## config.mk

```make
export PLATFORM = sky130hd
export DESIGN_NAME = uart_chan_ctrl
export DESIGN_NICKNAME = d
export VERILOG_FILES = /design/src/rtl/chan_ctrl_pkg.sv /design/src/rtl/chan_cmd_decode.sv /design/src/rtl/chan_status.sv /design/src/rtl/chan_mode_file.sv /design/src/rtl/chan_tx_gate.sv /design/src/rtl/uart_chan_ctrl.sv
export SDC_FILE = /design/constraint.sdc
export NUM_CORES = 1
export LEC_CHECK = 0
export BUFFER_PORTS_ARGS = -buffer_cell sky130_fd_sc_hd__buf_2
export CAP_MARGIN = 5
export CORE_MARGIN = 10
export CORE_UTILIZATION = 49
export CTS_CLUSTER_SIZE = 20
export DETAILED_ROUTE_END_ITERATION = 7
export PLACE_DENSITY_LB_ADDON = 0.25
export SKIP_CTS_REPAIR_TIMING = 1
export SLEW_MARGIN = 10
export SYNTH_ARGS = -nofsm -noshare
export SYNTH_HDL_FRONTEND = slang
export SYNTH_SLANG_ARGS = --single-unit
```

## constraint.sdc

```tcl
create_clock -name clk -period 1.4 [get_ports clk]
set_input_delay 0.07 -clock clk [delete_from_list [all_inputs] [get_ports clk]]
set_output_delay 0.07 -clock clk [all_outputs]
set_load 0.05 [all_outputs]
```

## src/rtl/chan_ctrl_pkg.sv

```systemverilog
package chan_ctrl_pkg;
  typedef enum logic [1:0] {
    SEL_MODE = 2'd0,
    SEL_CMD  = 2'd1,
    SEL_HOLD = 2'd2,
    SEL_NONE = 2'd3
  } reg_sel_e;

  typedef enum logic [3:0] {
    OP_NONE    = 4'd0,
    OP_PTR_RST = 4'd1,
    OP_RX_RST  = 4'd2,
    OP_TX_RST  = 4'd3,
    OP_ERR_RST = 4'd4,
    OP_BRK_RST = 4'd5
  } cmd_op_e;

  typedef struct packed {
    logic rx_on;
    logic rx_off;
    logic tx_on;
    logic tx_off;
    logic ptr_rst;
    logic rx_rst;
    logic err_rst;
    logic brk_rst;
  } cmd_act_t;

  localparam int ST_RXRDY = 0;
  localparam int ST_FULL  = 1;
  localparam int ST_TXRDY = 2;
  localparam int ST_TXEMT = 3;
  localparam int ST_ERR_LO = 4;
endpackage

```

## src/rtl/chan_cmd_decode.sv

```systemverilog
module chan_cmd_decode
  import chan_ctrl_pkg::*;
(
  input  logic       cmd_we,
  input  logic [7:0] cmd_byte,
  output cmd_act_t   act
);
  cmd_op_e op;

  always_comb begin
    op          = cmd_op_e'(cmd_byte[7:4]);
    act         = '0;
    if (cmd_we) begin
      act.rx_on   = cmd_byte[0];
      act.rx_off  = cmd_byte[1];
      act.tx_on   = cmd_byte[2];
      act.tx_off  = cmd_byte[3] || (op == OP_TX_RST);
      act.ptr_rst = (op == OP_PTR_RST);
      act.rx_rst  = (op == OP_RX_RST);
      act.err_rst = (op == OP_ERR_RST);
      act.brk_rst = (op == OP_BRK_RST);
    end
  end
endmodule

```

## src/rtl/chan_status.sv

```systemverilog
module chan_status
  import chan_ctrl_pkg::*;
#(
  parameter int DATA_W = 8,
  parameter int ERR_W  = 4
) (
  input  logic              clk,
  input  logic              rst_n,
  input  cmd_act_t          act,
  input  logic [1:0]        rx_set,
  input  logic [ERR_W-1:0]  err_set,
  input  logic              brk_set,
  output logic [DATA_W-1:0] status_q,
  output logic              rx_en_q,
  output logic              tx_irq_q,
  output logic              brk_irq_q
);
  localparam int ERR_HI = ST_ERR_LO + ERR_W - 1;

  logic [DATA_W-1:0] status_d;
  logic              rx_en_d, tx_irq_d, brk_irq_d;
  logic              upd_en;

  always_comb begin
    status_d  = status_q;
    rx_en_d   = rx_en_q;
    tx_irq_d  = tx_irq_q;
    brk_irq_d = brk_irq_q;
    // receiver switch: on, then off, then reset
    if (act.rx_on)  rx_en_d = 1'b1;
    if (act.rx_off) rx_en_d = 1'b0;
    if (act.rx_rst) begin
      rx_en_d            = 1'b0;
      status_d[ST_RXRDY] = 1'b0;
      status_d[ST_FULL]  = 1'b0;
    end
    // transmitter: enable first, then disable/reset
    if (act.tx_on) begin
      status_d[ST_TXRDY] = 1'b1;
      status_d[ST_TXEMT] = 1'b1;
      tx_irq_d           = 1'b1;
    end
    if (act.tx_off) begin
      status_d[ST_TXRDY] = 1'b0;
      status_d[ST_TXEMT] = 1'b0;
      tx_irq_d           = 1'b0;
    end
    if (act.err_rst) status_d[ERR_HI:ST_ERR_LO] = '0;
    if (act.brk_rst) brk_irq_d = 1'b0;
    // events land after the clears so they are never lost
    status_d[ST_RXRDY]          = status_d[ST_RXRDY] | rx_set[0];
    status_d[ST_FULL]           = status_d[ST_FULL]  | rx_set[1];
    status_d[ERR_HI:ST_ERR_LO]  = status_d[ERR_HI:ST_ERR_LO] | err_set;
    if (brk_set) brk_irq_d = 1'b1;
  end

  assign upd_en = (|act) || (|rx_set) || (|err_set) || brk_set;

  always_ff @(posedge clk or negedge rst_n) begin
    if (!rst_n) begin
      status_q  <= '0;
      rx_en_q   <= 1'b0;
      tx_irq_q  <= 1'b0;
      brk_irq_q <= 1'b0;
    end else if (upd_en) begin
      status_q  <= status_d;
      rx_en_q   <= rx_en_d;
      tx_irq_q  <= tx_irq_d;
      brk_irq_q <= brk_irq_d;
    end
  end
endmodule

```

## src/rtl/chan_mode_file.sv

```systemverilog
module chan_mode_file #(
  parameter int DATA_W     = 8,
  parameter int MODE_DEPTH = 2,
  localparam int PTR_W     = (MODE_DEPTH > 1) ? $clog2(MODE_DEPTH) : 1
) (
  input  logic                         clk,
  input  logic                         rst_n,
  input  logic                         acc_we,
  input  logic                         acc_re,
  input  logic                         ptr_rst,
  input  logic [DATA_W-1:0]            wr_data,
  output logic [DATA_W-1:0]            rd_byte,
  output logic [PTR_W-1:0]             ptr_q,
  output logic [MODE_DEPTH*DATA_W-1:0] mode_flat
);
  localparam logic [PTR_W-1:0] LAST = PTR_W'(MODE_DEPTH - 1);

  logic [DATA_W-1:0] mreg_q [MODE_DEPTH];
  logic [PTR_W-1:0]  ptr_d;
  logic              ptr_en;

  always_comb begin
    ptr_d  = ptr_q;
    ptr_en = 1'b0;
    if (ptr_rst) begin
      ptr_d  = '0;
      ptr_en = 1'b1;
    end else if (acc_we || acc_re) begin
      ptr_d  = (ptr_q == LAST) ? LAST : ptr_q + PTR_W'(1);
      ptr_en = 1'b1;
    end
  end

  always_ff @(posedge clk or negedge rst_n) begin
    if (!rst_n)      ptr_q <= '0;
    else if (ptr_en) ptr_q <= ptr_d;
  end

  for (genvar g = 0; g < MODE_DEPTH; g++) begin : g_mreg
    logic sel_en;
    assign sel_en = acc_we && (ptr_q == PTR_W'(g));
    always_ff @(posedge clk or negedge rst_n) begin
      if (!rst_n)      mreg_q[g] <= '0;
      else if (sel_en) mreg_q[g] <= wr_data;
    end
    assign mode_flat[g*DATA_W +: DATA_W] = mreg_q[g];
  end

  assign rd_byte = mreg_q[ptr_q];
endmodule

```

## src/rtl/chan_tx_gate.sv

```systemverilog
module chan_tx_gate #(
  parameter int DATA_W = 8
) (
  input  logic              clk,
  input  logic              rst_n,
  input  logic              hold_we,
  input  logic              tx_ready,
  input  logic [DATA_W-1:0] wr_data,
  output logic              tx_valid,
  output logic [DATA_W-1:0] tx_data
);
  logic accept;
  assign accept = hold_we && tx_ready;

  always_ff @(posedge clk or negedge rst_n) begin
    if (!rst_n) tx_valid <= 1'b0;
    else        tx_valid <= accept;
  end

  always_ff @(posedge clk or negedge rst_n) begin
    if (!rst_n)      tx_data <= '0;
    else if (accept) tx_data <= wr_data;
  end
endmodule

```

## src/rtl/uart_chan_ctrl.sv

```systemverilog
module uart_chan_ctrl
  import chan_ctrl_pkg::*;
#(
  parameter int DATA_W     = 8,
  parameter int ERR_W      = 4,
  parameter int MODE_DEPTH = 2
) (
  input  logic                         clk,
  input  logic                         rst_n,
  input  logic                         wr_en,
  input  logic                         rd_en,
  input  logic [1:0]                   reg_sel,
  input  logic [DATA_W-1:0]            wr_data,
  output logic [DATA_W-1:0]            rd_data,
  input  logic [1:0]                   rx_set,
  input  logic [ERR_W-1:0]             err_set,
  input  logic                         brk_set,
  output logic                         rx_en,
  output logic                         tx_irq,
  output logic                         brk_irq,
  output logic [MODE_DEPTH*DATA_W-1:0] mode_cfg,
  output logic                         tx_valid,
  output logic [DATA_W-1:0]            tx_data
);
  localparam int PTR_W = (MODE_DEPTH > 1) ? $clog2(MODE_DEPTH) : 1;

  reg_sel_e          sel;
  cmd_act_t          act;
  logic [DATA_W-1:0] status_q;
  logic [DATA_W-1:0] mode_byte;
  logic [PTR_W-1:0]  ptr_q;
  logic              cmd_we, hold_we, mode_we, mode_re;

  assign sel     = reg_sel_e'(reg_sel);
  assign cmd_we  = wr_en && (sel == SEL_CMD);
  assign hold_we = wr_en && (sel == SEL_HOLD);
  assign mode_we = wr_en && (sel == SEL_MODE);
  assign mode_re = rd_en && (sel == SEL_MODE);

  chan_cmd_decode i_dec (
    .cmd_we   (cmd_we),
    .cmd_byte (wr_data),
    .act      (act)
  );

  chan_status #(.DATA_W(DATA_W), .ERR_W(ERR_W)) i_stat (
    .clk       (clk),
    .rst_n     (rst_n),
    .act       (act),
    .rx_set    (rx_set),
    .err_set   (err_set),
    .brk_set   (brk_set),
    .status_q  (status_q),
    .rx_en_q   (rx_en),
    .tx_irq_q  (tx_irq),
    .brk_irq_q (brk_irq)
  );

  chan_mode_file #(.DATA_W(DATA_W), .MODE_DEPTH(MODE_DEPTH)) i_mode (
    .clk       (clk),
    .rst_n     (rst_n),
    .acc_we    (mode_we),
    .acc_re    (mode_re),
    .ptr_rst   (act.ptr_rst),
    .wr_data   (wr_data),
    .rd_byte   (mode_byte),
    .ptr_q     (ptr_q),
    .mode_flat (mode_cfg)
  );

  chan_tx_gate #(.DATA_W(DATA_W)) i_tx (
    .clk      (clk),
    .rst_n    (rst_n),
    .hold_we  (hold_we),
    .tx_ready (status_q[ST_TXRDY]),
    .wr_data  (wr_data),
    .tx_valid (tx_valid),
    .tx_data  (tx_data)
  );

  always_comb begin
    rd_data = '0;
    if (rd_en) begin
      unique case (sel)
        SEL_MODE: rd_data = mode_byte;
        SEL_CMD:  rd_data = status_q;
        default:  rd_data = '0;
      endcase
    end
  end
endmodule

```

==> results of run 1 <==
[placed cells by master (no fill, tap or decap), drive strengths merged]
cell / count
nand2: 1
and4bb: 1
a32oi: 1
mux2i: 6
a31o: 1
clkbuf: 8
dfrtp: 35
o21a: 1
nand2b: 1
a21oi: 3
nand4bb: 1
a21o: 8
nor4b: 1
nand4b: 2
nor2b: 2
and3b: 1
inv: 3
nor2: 11
mux2: 30
o21ai: 1
dlygate4sd3: 8
and3: 2
a211oi: 2
buf: 67
[registers in the layout (all words and copies together), names as in the netlist]
register          cells
i_mode.mode_flat     16
i_stat.rx_en_q        1
i_tx.tx_valid         1
i_stat.brk_irq_q      1
i_tx.tx_data          8
i_stat.status_q       7
i_mode.ptr_q          1
[kinds of logic (layout without fill, tap and decap cells)]
group                  Yosys count  after routing  synth area share
AO/OA/AOI/OAI                   17             17           0.07317
flip-flops                      35             35            0.5335
buffers and inverters            7             86           0.02820
multiplexers                    36             36            0.2790
AND/OR/NAND/NOR                 23             23           0.08612
[power by group]
group	internal [mW]	switching, mW	leakage, nW	total, mW
Sequential	1.19	0.121	0.406	1.31
Combinational	0.458	0.943	0.697	1.40
Clock	0.296	0.318	0.0386	0.614
Total	1.94	1.38	1.14	3.32
[routing by layer]
metal / track usage / up-vias / wire [µm]
met5: 0 / - / 0
met4: 0.04927 / 0 / 40
met3: 0.04954 / 5 / 314
met2: 0.2280 / 37 / 2220
met1: 0.1687 / 633 / 1833
li1: - / 581 / -
[metrics by stage]
stage / cell area [µm²] / hold WS [ps] / util
2_1_floorplan: 1663 / -225.6 / -
3_3_place_gp: 2038 / -34.52 / 0.6516
3_5_place_dp: 2038 / -28.85 / 0.6516
4_1_cts: 2107 / -394.5 / 0.6736
5_1_grt: 2323 / 8.048 / 0.7428
6_report: 2323 / 17.14 / 0.7428
[how the worst max path moves through the flow]
stage          slack (ps)  depth (start not counted)                  end                start
2_1_floorplan         -10                          3           rd_data[0]  i_mode.mode_flat[8]
3_3_place_gp           50                          5  i_mode.mode_flat[2]         i_mode.ptr_q
3_5_place_dp           20                          5  i_mode.mode_flat[6]         i_mode.ptr_q
4_1_cts              -330                          5           rd_data[4]         i_mode.ptr_q
5_1_grt              -340                          5           rd_data[6]         i_mode.ptr_q
6_report             -300                          5           rd_data[6]         i_mode.ptr_q
[layout make-up]
cell class,instances,share of cell area
repair buffers,75,0.2202
multi-input cells,76,0.3425
clock buffers,8,0.02962
well taps,44,0.02369
inverters,3,0.005924
flip-flops and latches,35,0.3780
==> flow_summary_export.csv, run 1 <==
group,metric,value,unit
run_status,status,"finished, violations left",
run_status,violations,"negative setup slack",
yosys,synthCells,118,
floorplan,die-area,6065,µm²
floorplan,rows,20,
floorplan,initial_core_util,0.5248,
critical_path,crit_fanout,4,
critical_path,endpoint_kind,"output pin",
critical_path,reg2regPathDepth,6,
yosys,syn_avg_cell_area,13.91,µm²
cts,path_clk_slew,100,ps
yosys,synth.most_common_cell,"dfrtp_1",
global_route,grt_pass1_vias,1382,
cts,cts_tree,"done",
critical_path,cp_cell_sequence,"buf_6 -> mux2_4 -> mux2i_1 -> nor2_2 -> buf_6",
power,ir_drop,0.001036,V
power,powerDensity,1429,nW/µm²
yosys,ys_ff_latch,35,
route,drc,0,
timing,fmax,589.7,MHz
timing,finalCritPeriodShare,1.211,
critical_path,crit_type,"flip-flop to output pin",
global_route,grt_usage,0.1408,
timing,relSlewSlack,0.5496,
timing,setup_viol,16,
layout,fillers,205,
placed_design,dp_cells,224,
placed_design,post-dp-hpwl,3352,µm
yosys,yosys_warnings,0,
power,leakagePower,1.142,nW
critical_path,critPathMaxStageDelay,450,ps
timing,rsz0062_at_grt,"true",
yosys,synth_edf_count,0,
timing,fin_skew,8.190,ps
layout,instances_no_fill,241,
critical_path,arrival,1630,ps
critical_path,path_buf_inv,2,
global_route,antenna_found_initial,0,
floorplan,core_area,3128,µm²
yosys,synth_top_cells_by_count,"dfrtp_1, mux2_4, mux2_2, nor2_1, a21o_1",
run,maxCapViolCount,0,
global_route,grt.overflow.total,0,
critical_path,critPathMostFrequentCell,"buf_6",
critical_path,cp_slowest_cell,"dfrtp_2",
route,drt_first_pass_iters,4,
critical_path,r2r_start,"i_mode.ptr_q",
cts,cts_buffer_depth,2,
layout,seqCellArea,878.3,µm²
timing,fin_setup_tns,-2556,ps
cts,worst_skew_pair.late_latency,330,ps
yosys,syn_nets,139,
layout,syn2layout_area_growth,41.54,%
critical_path,critPathTopFamily,"multiplexers",
placed_design,routabilityCongestion,0.8206,
timing,fin_ws,-295.7,ps
global_route,grt_first_pass_wirelength,6893,µm
layout,nNetsFinal,217,
yosys,syn_area,1642,µm²
timing,tightestPinTransition,666.2,ps
placed_design,dp_worst_setup_slack,22.23,ps
cts,cts_max_level,2,
critical_path,required,1330,ps
floorplan,die_h,77.88,µm
yosys,yosysSeqAreaShare,0.5335,
layout,multi_input_area,795.8,µm²
cts,clock-root-buffer,"clkbuf_4",
route,drt_first_iter_violations,100,
timing,finalHoldViolCount,0,
layout,n_antenna_cell,0,
route,vias,1256,
critical_path,r2r_slack,-90,ps
power,total_power,3.321,mW
placed_design,port_buffers,56,
layout,drive_gt1_frac,0.6345,
route,routedWlPerCell,18.29,µm
worst_hold_path,min_path_type,"input pin to flip-flop",
yosys,ys_async_sr_fraction,1.000,
route,vias_per_cell,5.212,
cts,clock_sinks,35,
critical_path,worstReg2RegEnd,"i_mode.mode_flat[0]",
route,totalWireLength,4408,µm
worst_hold_path,whs_path_depth,2,
yosys,synth_top_area_frac,0.5335,
cts,cts_buffers,5,
global_route,grt_max_degree,15,
yosys,ys.flop_type,"dfrtp_1",
worst_hold_path,min_to,"i_mode.mode_flat[10]",
timing,period_minus_slack,1696,ps
route,drtAntennaViolNets,0,
critical_path,startpoint_type,"flip-flop",
floorplan,io-pin-count,57,
floorplan,die_w,77.88,µm
timing,maxSlewViolCount,0,
yosys,synth_top_cells_by_area,"dfrtp_1, mux2_4, mux2_2",
yosys,yosysUniqueCellTypes,26,
worst_hold_path,worstHoldStart,"wr_data[2]",
yosys,synth.largest_area_cell,"dfrtp_1",
No activity file was read; power rests on OpenSTA's default activity.
==> run 2: changes to the inputs <==
--- a/config.mk
+++ b/config.mk
@@ -9,6 +9,7 @@
 export CAP_MARGIN = 5
 export CORE_MARGIN = 10
 export CORE_UTILIZATION = 49
+export CTS_BUF_LIST = sky130_fd_sc_hd__clkbuf_16
 export CTS_CLUSTER_SIZE = 20
 export DETAILED_ROUTE_END_ITERATION = 7
 export PLACE_DENSITY_LB_ADDON = 0.25
==> run 2 against run 1 <==
  * The flow still finishes with violations (negative setup slack)
  * Critical path type unchanged
  * Combinational power about the same
  * First-iteration DRC count decreased by 21%
  * Fmax increased by 4.8%
  * Core utilization increased by 2.2 points
  * Sequential share of layout area decreased by 1.1 points
  * Highest routed layer unchanged
  * Non-clock buffer count unchanged
  * Final cell count unchanged
  * Critical endpoint unchanged
==> flow_summary_export.csv, run 2 (same netlist as run 1, synthesis figures left out) <==
group,metric,value,unit
critical_path,crit_type,"flip-flop to output pin",
layout,largest_reg_flops,16,
power,power.switching,1.457,mW
floorplan,die-area,6065,µm²
floorplan,initial_core_util,0.5248,
floorplan,die_w,77.88,µm
global_route,antenna_found_initial,0,
floorplan,rows,20,
timing,setup_viol,16,
layout,syn2layout_area_growth,45.66,%
critical_path,crit_cells,5,
layout,fin_area,2391,µm²
route,vias,1275,
power,ir_drop,0.001555,V
power,power_frac_clock,0.275,
timing,maxSlewViolCount,0,
critical_path,critPathMostFrequentCell,"buf_6",
floorplan,core_area,3128,µm²
cts,clock_sinks,35,
route,drtAntennaViolNets,0,
power,total_power,3.744,mW
timing,fin_ws,-218.4,ps
route,drc,0,
critical_path,cp_slowest_cell,"dfrtp_2",
placed_design,dp_cells,224,
cts,cts_buffers,5,
critical_path,required,1330,ps
global_route,grt_max_degree,15,
run_status,violations,"negative setup slack",
critical_path,critPathTopFamily,"multiplexers",
placed_design,place_area,2038,µm²
layout,n_antenna_cell,0,
run,maxCapViolCount,0,
critical_path,critPathMaxStageDelay,430,ps
power,leakagePower,1.174,nW
critical_path,r2r_slack,-70,ps
route,drt_first_iter_violations,79,
layout,drive_gt1_frac,0.6244,
placed_design,port_buffers,56,
global_route,grt.overflow.total,0,
route,routedWlPerCell,18.58,µm
critical_path,path_buf_inv,2,
power,p_int,2.286,mW
layout,nNetsFinal,217,
critical_path,startpoint_type,"flip-flop",
placed_design,routabilityCongestion,0.8206,
cts,cts_tree,"done",
cts,cts_max_level,2,
critical_path,endpoint_kind,"output pin",
layout,final_cell_mix,"buf_2, dfrtp_1, mux2_4",
global_route,grt_first_pass_wirelength,6969,µm
power,powerDensity,1566,nW/µm²
cts,cts_buffer_depth,2,
timing,tightestPinTransition,646.9,ps
timing,period_minus_slack,1618,ps
timing,finalCritPeriodShare,1.156,
critical_path,crit_fanout,4,
layout,fillers,200,
route,drt_first_pass_iters,4,
timing,relSlewSlack,0.5626,
critical_path,arrival,1550,ps
timing,fin_skew,3.349,ps
critical_path,cp_cell_sequence,"buf_6 -> mux2_4 -> mux2i_1 -> nor2_2 -> buf_6",
global_route,grt_pass1_vias,1379,
route,totalWireLength,4477,µm
layout,instances_no_fill,241,
timing,rsz0062_at_grt,"true",
floorplan,io-pin-count,57,
global_route,grt_usage,0.1458,
floorplan,die_h,77.88,µm
worst_hold_path,whs_path_depth,2,
route,vias_per_cell,5.290,
critical_path,reg2regPathDepth,6,
power,sw_frac_of_total,0.3892,
cts,path_clk_slew,50,ps
cts,worst_skew_pair.late_latency,280,ps
timing,finalHoldViolCount,0,
worst_hold_path,min_path_type,"input pin to flip-flop",
run_status,status,"finished, violations left",
power,seq_power_share,0.350,
power,pwr-share-comb,0.375,
placed_design,post-dp-hpwl,3352,µm
timing,fmax,617.9,MHz
layout,final_common_cell,"buf_2",
cts,clock-root-buffer,"clkbuf_16",
timing,hold_ws,73.09,ps
[run 2: final timing paths]
check	startpoint	to
setup reg to reg	i_mode.ptr_q	i_mode.mode_flat[6]
hold / removal	wr_data[2]	i_mode.mode_flat[10]
max in group asynchronous	rst_n	i_mode.ptr_q
setup / recovery	i_mode.ptr_q	rd_data[6]
hold reg to reg	i_stat.status_q[7]	i_stat.status_q[7]
min in group asynchronous	rst_n	i_tx.tx_valid
[run 2: power groups by stage]
stage,clock (mW),sequential [mW],combinational (mW)
floorplan,0,1.92,0.371
global placement,0,1.31,1.31
detailed placement,0,1.32,1.33
CTS,1.05,1.31,1.33
global route,1.09,1.33,1.47
finish,1.03,1.31,1.40
[run 2: area by class of cell]
type | instances | area (µm²) | share of cell area
clock inverters | 3 | 11.26 | 0.004710
inverters | 3 | 13.76 | 0.005756
clock buffers | 5 | 125.1 | 0.05233
multi-input cells | 76 | 795.8 | 0.3328
well taps | 44 | 55.05 | 0.02302
flip-flops and latches | 35 | 878.3 | 0.3673
repair buffers | 75 | 511.7 | 0.2140
[run 2: through the flow]
step / setup WS [ps] / util / TNS [ps]
floorplan: -13.28 / - / -79.66
global placement: 47.39 / 0.6516 / 0
detailed placement: 22.23 / 0.6516 / 0
CTS: -259.4 / 0.6952 / -1547
global route: -250.4 / 0.7644 / -2410
finish: -218.4 / 0.7644 / -1815
[run 2: worst register-to-register path: cells and delay by family (launching register included)]
family	cells	cell delay, ps
buffers and inverters	4	450
flip-flops	1	430
multiplexers	1	300
AND/OR/NAND/NOR	1	180
[run 2: layer usage]
layer	up-vias	wire length, µm	track usage	part of all wire
met5	-	0	0	0
met4	0	80	0.07664	0.018
met3	7	272	0.05300	0.061
met2	37	2207	0.2280	0.49
met1	649	1915	0.1709	0.43
li1	582	-	-	-
==> run 3: changes to the inputs <==
--- a/config.mk
+++ b/config.mk
@@ -7,12 +7,14 @@
 export LEC_CHECK = 0
 export BUFFER_PORTS_ARGS = -buffer_cell sky130_fd_sc_hd__buf_2
 export CAP_MARGIN = 5
+export CELL_PAD_IN_SITES_DETAIL_PLACEMENT = 2
+export CELL_PAD_IN_SITES_GLOBAL_PLACEMENT = 2
 export CORE_MARGIN = 10
-export CORE_UTILIZATION = 49
+export CORE_UTILIZATION = 32
 export CTS_BUF_LIST = sky130_fd_sc_hd__clkbuf_16
 export CTS_CLUSTER_SIZE = 20
 export DETAILED_ROUTE_END_ITERATION = 7
-export PLACE_DENSITY_LB_ADDON = 0.25
+export PLACE_DENSITY = 0.87
 export SKIP_CTS_REPAIR_TIMING = 1
 export SLEW_MARGIN = 10
 export SYNTH_ARGS = -nofsm -noshare
==> run 3 against run 2 <==
  * The flow finishes with violations (negative hold slack, negative setup slack)
  * First-iteration DRC count decreased by 56%
  * Power increased by 0.62%
  * Routed wire length increased by 33%
  * Cell area increased by 0.79%
  * Clock skew decreased by 1.8 ps
  * Final cell count increased by 8.7%
  * Via count increased by 0.16%
  * Clock power about the same
  * Sequential share of layout area decreased by 0.29 points
  * Worst hold slack got worse by 80 ps
  * Setup slack got worse by 41 ps
  * Largest cell class unchanged
  * Highest routed layer unchanged
==> flow_summary_export.csv, run 3 (same netlist as run 1, synthesis figures left out) <==
group,metric,value,unit
timing,fin_ws,-259.4,ps
power,p_int,2.269,mW
layout,nNetsFinal,214,
placed_design,port_buffers,56,
floorplan,rows,26,
global_route,grt_max_degree,19,
power,pwr-share-comb,0.379,
layout,largest_reg_flops,16,
global_route,use_met1,0.1368,
power,powerDensity,1563,nW/µm²
power,power_frac_clock,0.268,
floorplan,die-area,8395,µm²
layout,n_antenna_cell,0,
global_route,busiest_layer,"met2",
worst_hold_path,min_path_type,"input pin to flip-flop",
timing,rsz0062_at_grt,"true",
route,drtAntennaViolNets,0,
global_route,met2_usage,0.2512,
layout,seqCellArea,878.3,µm²
critical_path,crit_fanout,5,
critical_path,endpoint_kind,"output pin",
route,totalWireLength,5941,µm
route,vias,1277,
layout,final_cell_mix,"buf_2, dfrtp_1, mux2_4",
timing,hold_ws,-6.462,ps
power,ir_drop,0.0009941,V
floorplan,die_w,91.63,µm
route,drc,0,
route,vias_per_cell,4.874,
global_route,antenna_found_initial,0,
placed_design,post-dp-hpwl,4522,µm
route,routedWlPerCell,22.68,µm
critical_path,critPathMaxStageDelay,440,ps
power,sw_frac_of_total,0.3975,
cts,cts_buffer_depth,2,
critical_path,cp_slowest_cell,"dfrtp_2",
route,drt_first_iter_violations,35,
timing,period_minus_slack,1659,ps
power,seq_power_share,0.352,
floorplan,initial_core_util,0.3256,
timing,setup_viol,8,
power,power.switching,1.497,mW
critical_path,crit_type,"flip-flop to output pin",
timing,finalHoldViolCount,1,
cts,clock_sinks,35,
timing,maxSlewViolCount,0,
timing,fmax,602.6,MHz
floorplan,io-pin-count,57,
power,total_power,3.767,mW
cts,cts_tree,"done",
timing,relSlewSlack,0.7062,
global_route,grt_first_pass_wirelength,8763,µm
placed_design,routabilityCongestion,0.7583,
run,maxCapViolCount,0,
critical_path,cp_cell_sequence,"clkbuf_16 -> mux2_4 -> mux2i_1 -> nor2_2 -> buf_6",
layout,drive_gt1_frac,0.6302,
layout,multi_input_area,785.8,µm²
global_route,grt.overflow.total,0,
global_route,grt_pass1_vias,1535,
timing,tightestPinTransition,440.7,ps
layout,final_common_cell,"buf_2",
cts,path_clk_slew,50,ps
global_route,grt_usage,0.1328,
placed_design,dp_worst_setup_slack,-18.00,ps
critical_path,startpoint_type,"flip-flop",
layout,fillers,499,
route,drt_first_pass_iters,4,
layout,syn2layout_area_growth,46.80,%
power,leakagePower,1.152,nW
critical_path,critPathTopFamily,"multiplexers",
floorplan,die_h,91.63,µm
floorplan,core_area,5042,µm²
cts,worst_skew_pair.late_latency,280,ps
critical_path,path_buf_inv,2,
global_route,met3_usage,0.05460,
run_status,violations,"negative hold slack, negative setup slack",
run_status,status,"finished, violations left",
critical_path,required,1330,ps
timing,fin_skew,1.548,ps
cts,cts_buffers,5,
timing,finalCritPeriodShare,1.185,
critical_path,arrival,1590,ps
cts,clock-root-buffer,"clkbuf_16",
cts,cts_max_level,2,
==> run 3: final timing paths <==
| check | start | end | slack (ps) | depth (start not counted) |
|---|---|---|---|---|
| setup / recovery | i_mode.ptr_q | rd_data[0] | -260 | 5 |
| hold / removal | err_set[0] | i_stat.status_q[4] | -6 | 2 |
| setup reg to reg | i_mode.ptr_q | i_mode.mode_flat[0] | 20 | 5 |
| hold reg to reg | i_stat.status_q[1] | i_stat.status_q[1] | 480 | 1 |
| max in group asynchronous | rst_n | i_mode.ptr_q | 670 | 3 |
| min in group asynchronous | rst_n | i_tx.tx_data[5] | 270 | 2 |
==> run 3: cell type report <==
cell class                 count  area share
inverter                       3    0.004673
clock inverter                 1    0.001558
multi-input combinational     76      0.3261
clock buffer                   5     0.05192
sequential                    35      0.3645
timing repair buffer          72      0.2150
tap                           70     0.03634
==> run 3: metrics by stage <==
| step | cell area (µm²) | cells | utilization | TNS, ps |
|---|---|---|---|---|
| global placement | 2073 | 247 | 0.4112 | 0 |
| global route | 2410 | 262 | 0.4779 | -1754 |
| finish | 2410 | 262 | 0.4779 | -1312 |
| floorplan | 1663 | 118 | - | -79.66 |
| CTS | 2202 | 253 | 0.4367 | -1869 |
| detailed placement | 2073 | 247 | 0.4112 | -38.12 |
==> run 3: worst reg2reg max path, stage by stage (launching register included) <==
cell and delay [ps]:
dfrtp_2 440, buf_4 150, inv_2 50, and3_4 200, buf_6 130, mux2_4 300
==> run 3: layer usage <==
metal  vias to the layer above  routed length, µm  part of all wire
met2                        39               3345              0.56
met4                         0                 39            0.0066
li1                        569                  -                 -
met1                       664               2250              0.38
met3                         5                305             0.051
met5                         -                  0                 0
==> run 3: power groups by stage <==
| stage | Combinational (mW) | Clock, mW | Sequential, mW |
|---|---|---|---|
| global placement | 1.32 | 0 | 1.31 |
| CTS | 1.37 | 1.03 | 1.32 |
| floorplan | 0.371 | 0 | 1.92 |
| global route | 1.49 | 1.07 | 1.35 |
| detailed placement | 1.37 | 0 | 1.34 |
| finish | 1.43 | 1.01 | 1.33 |
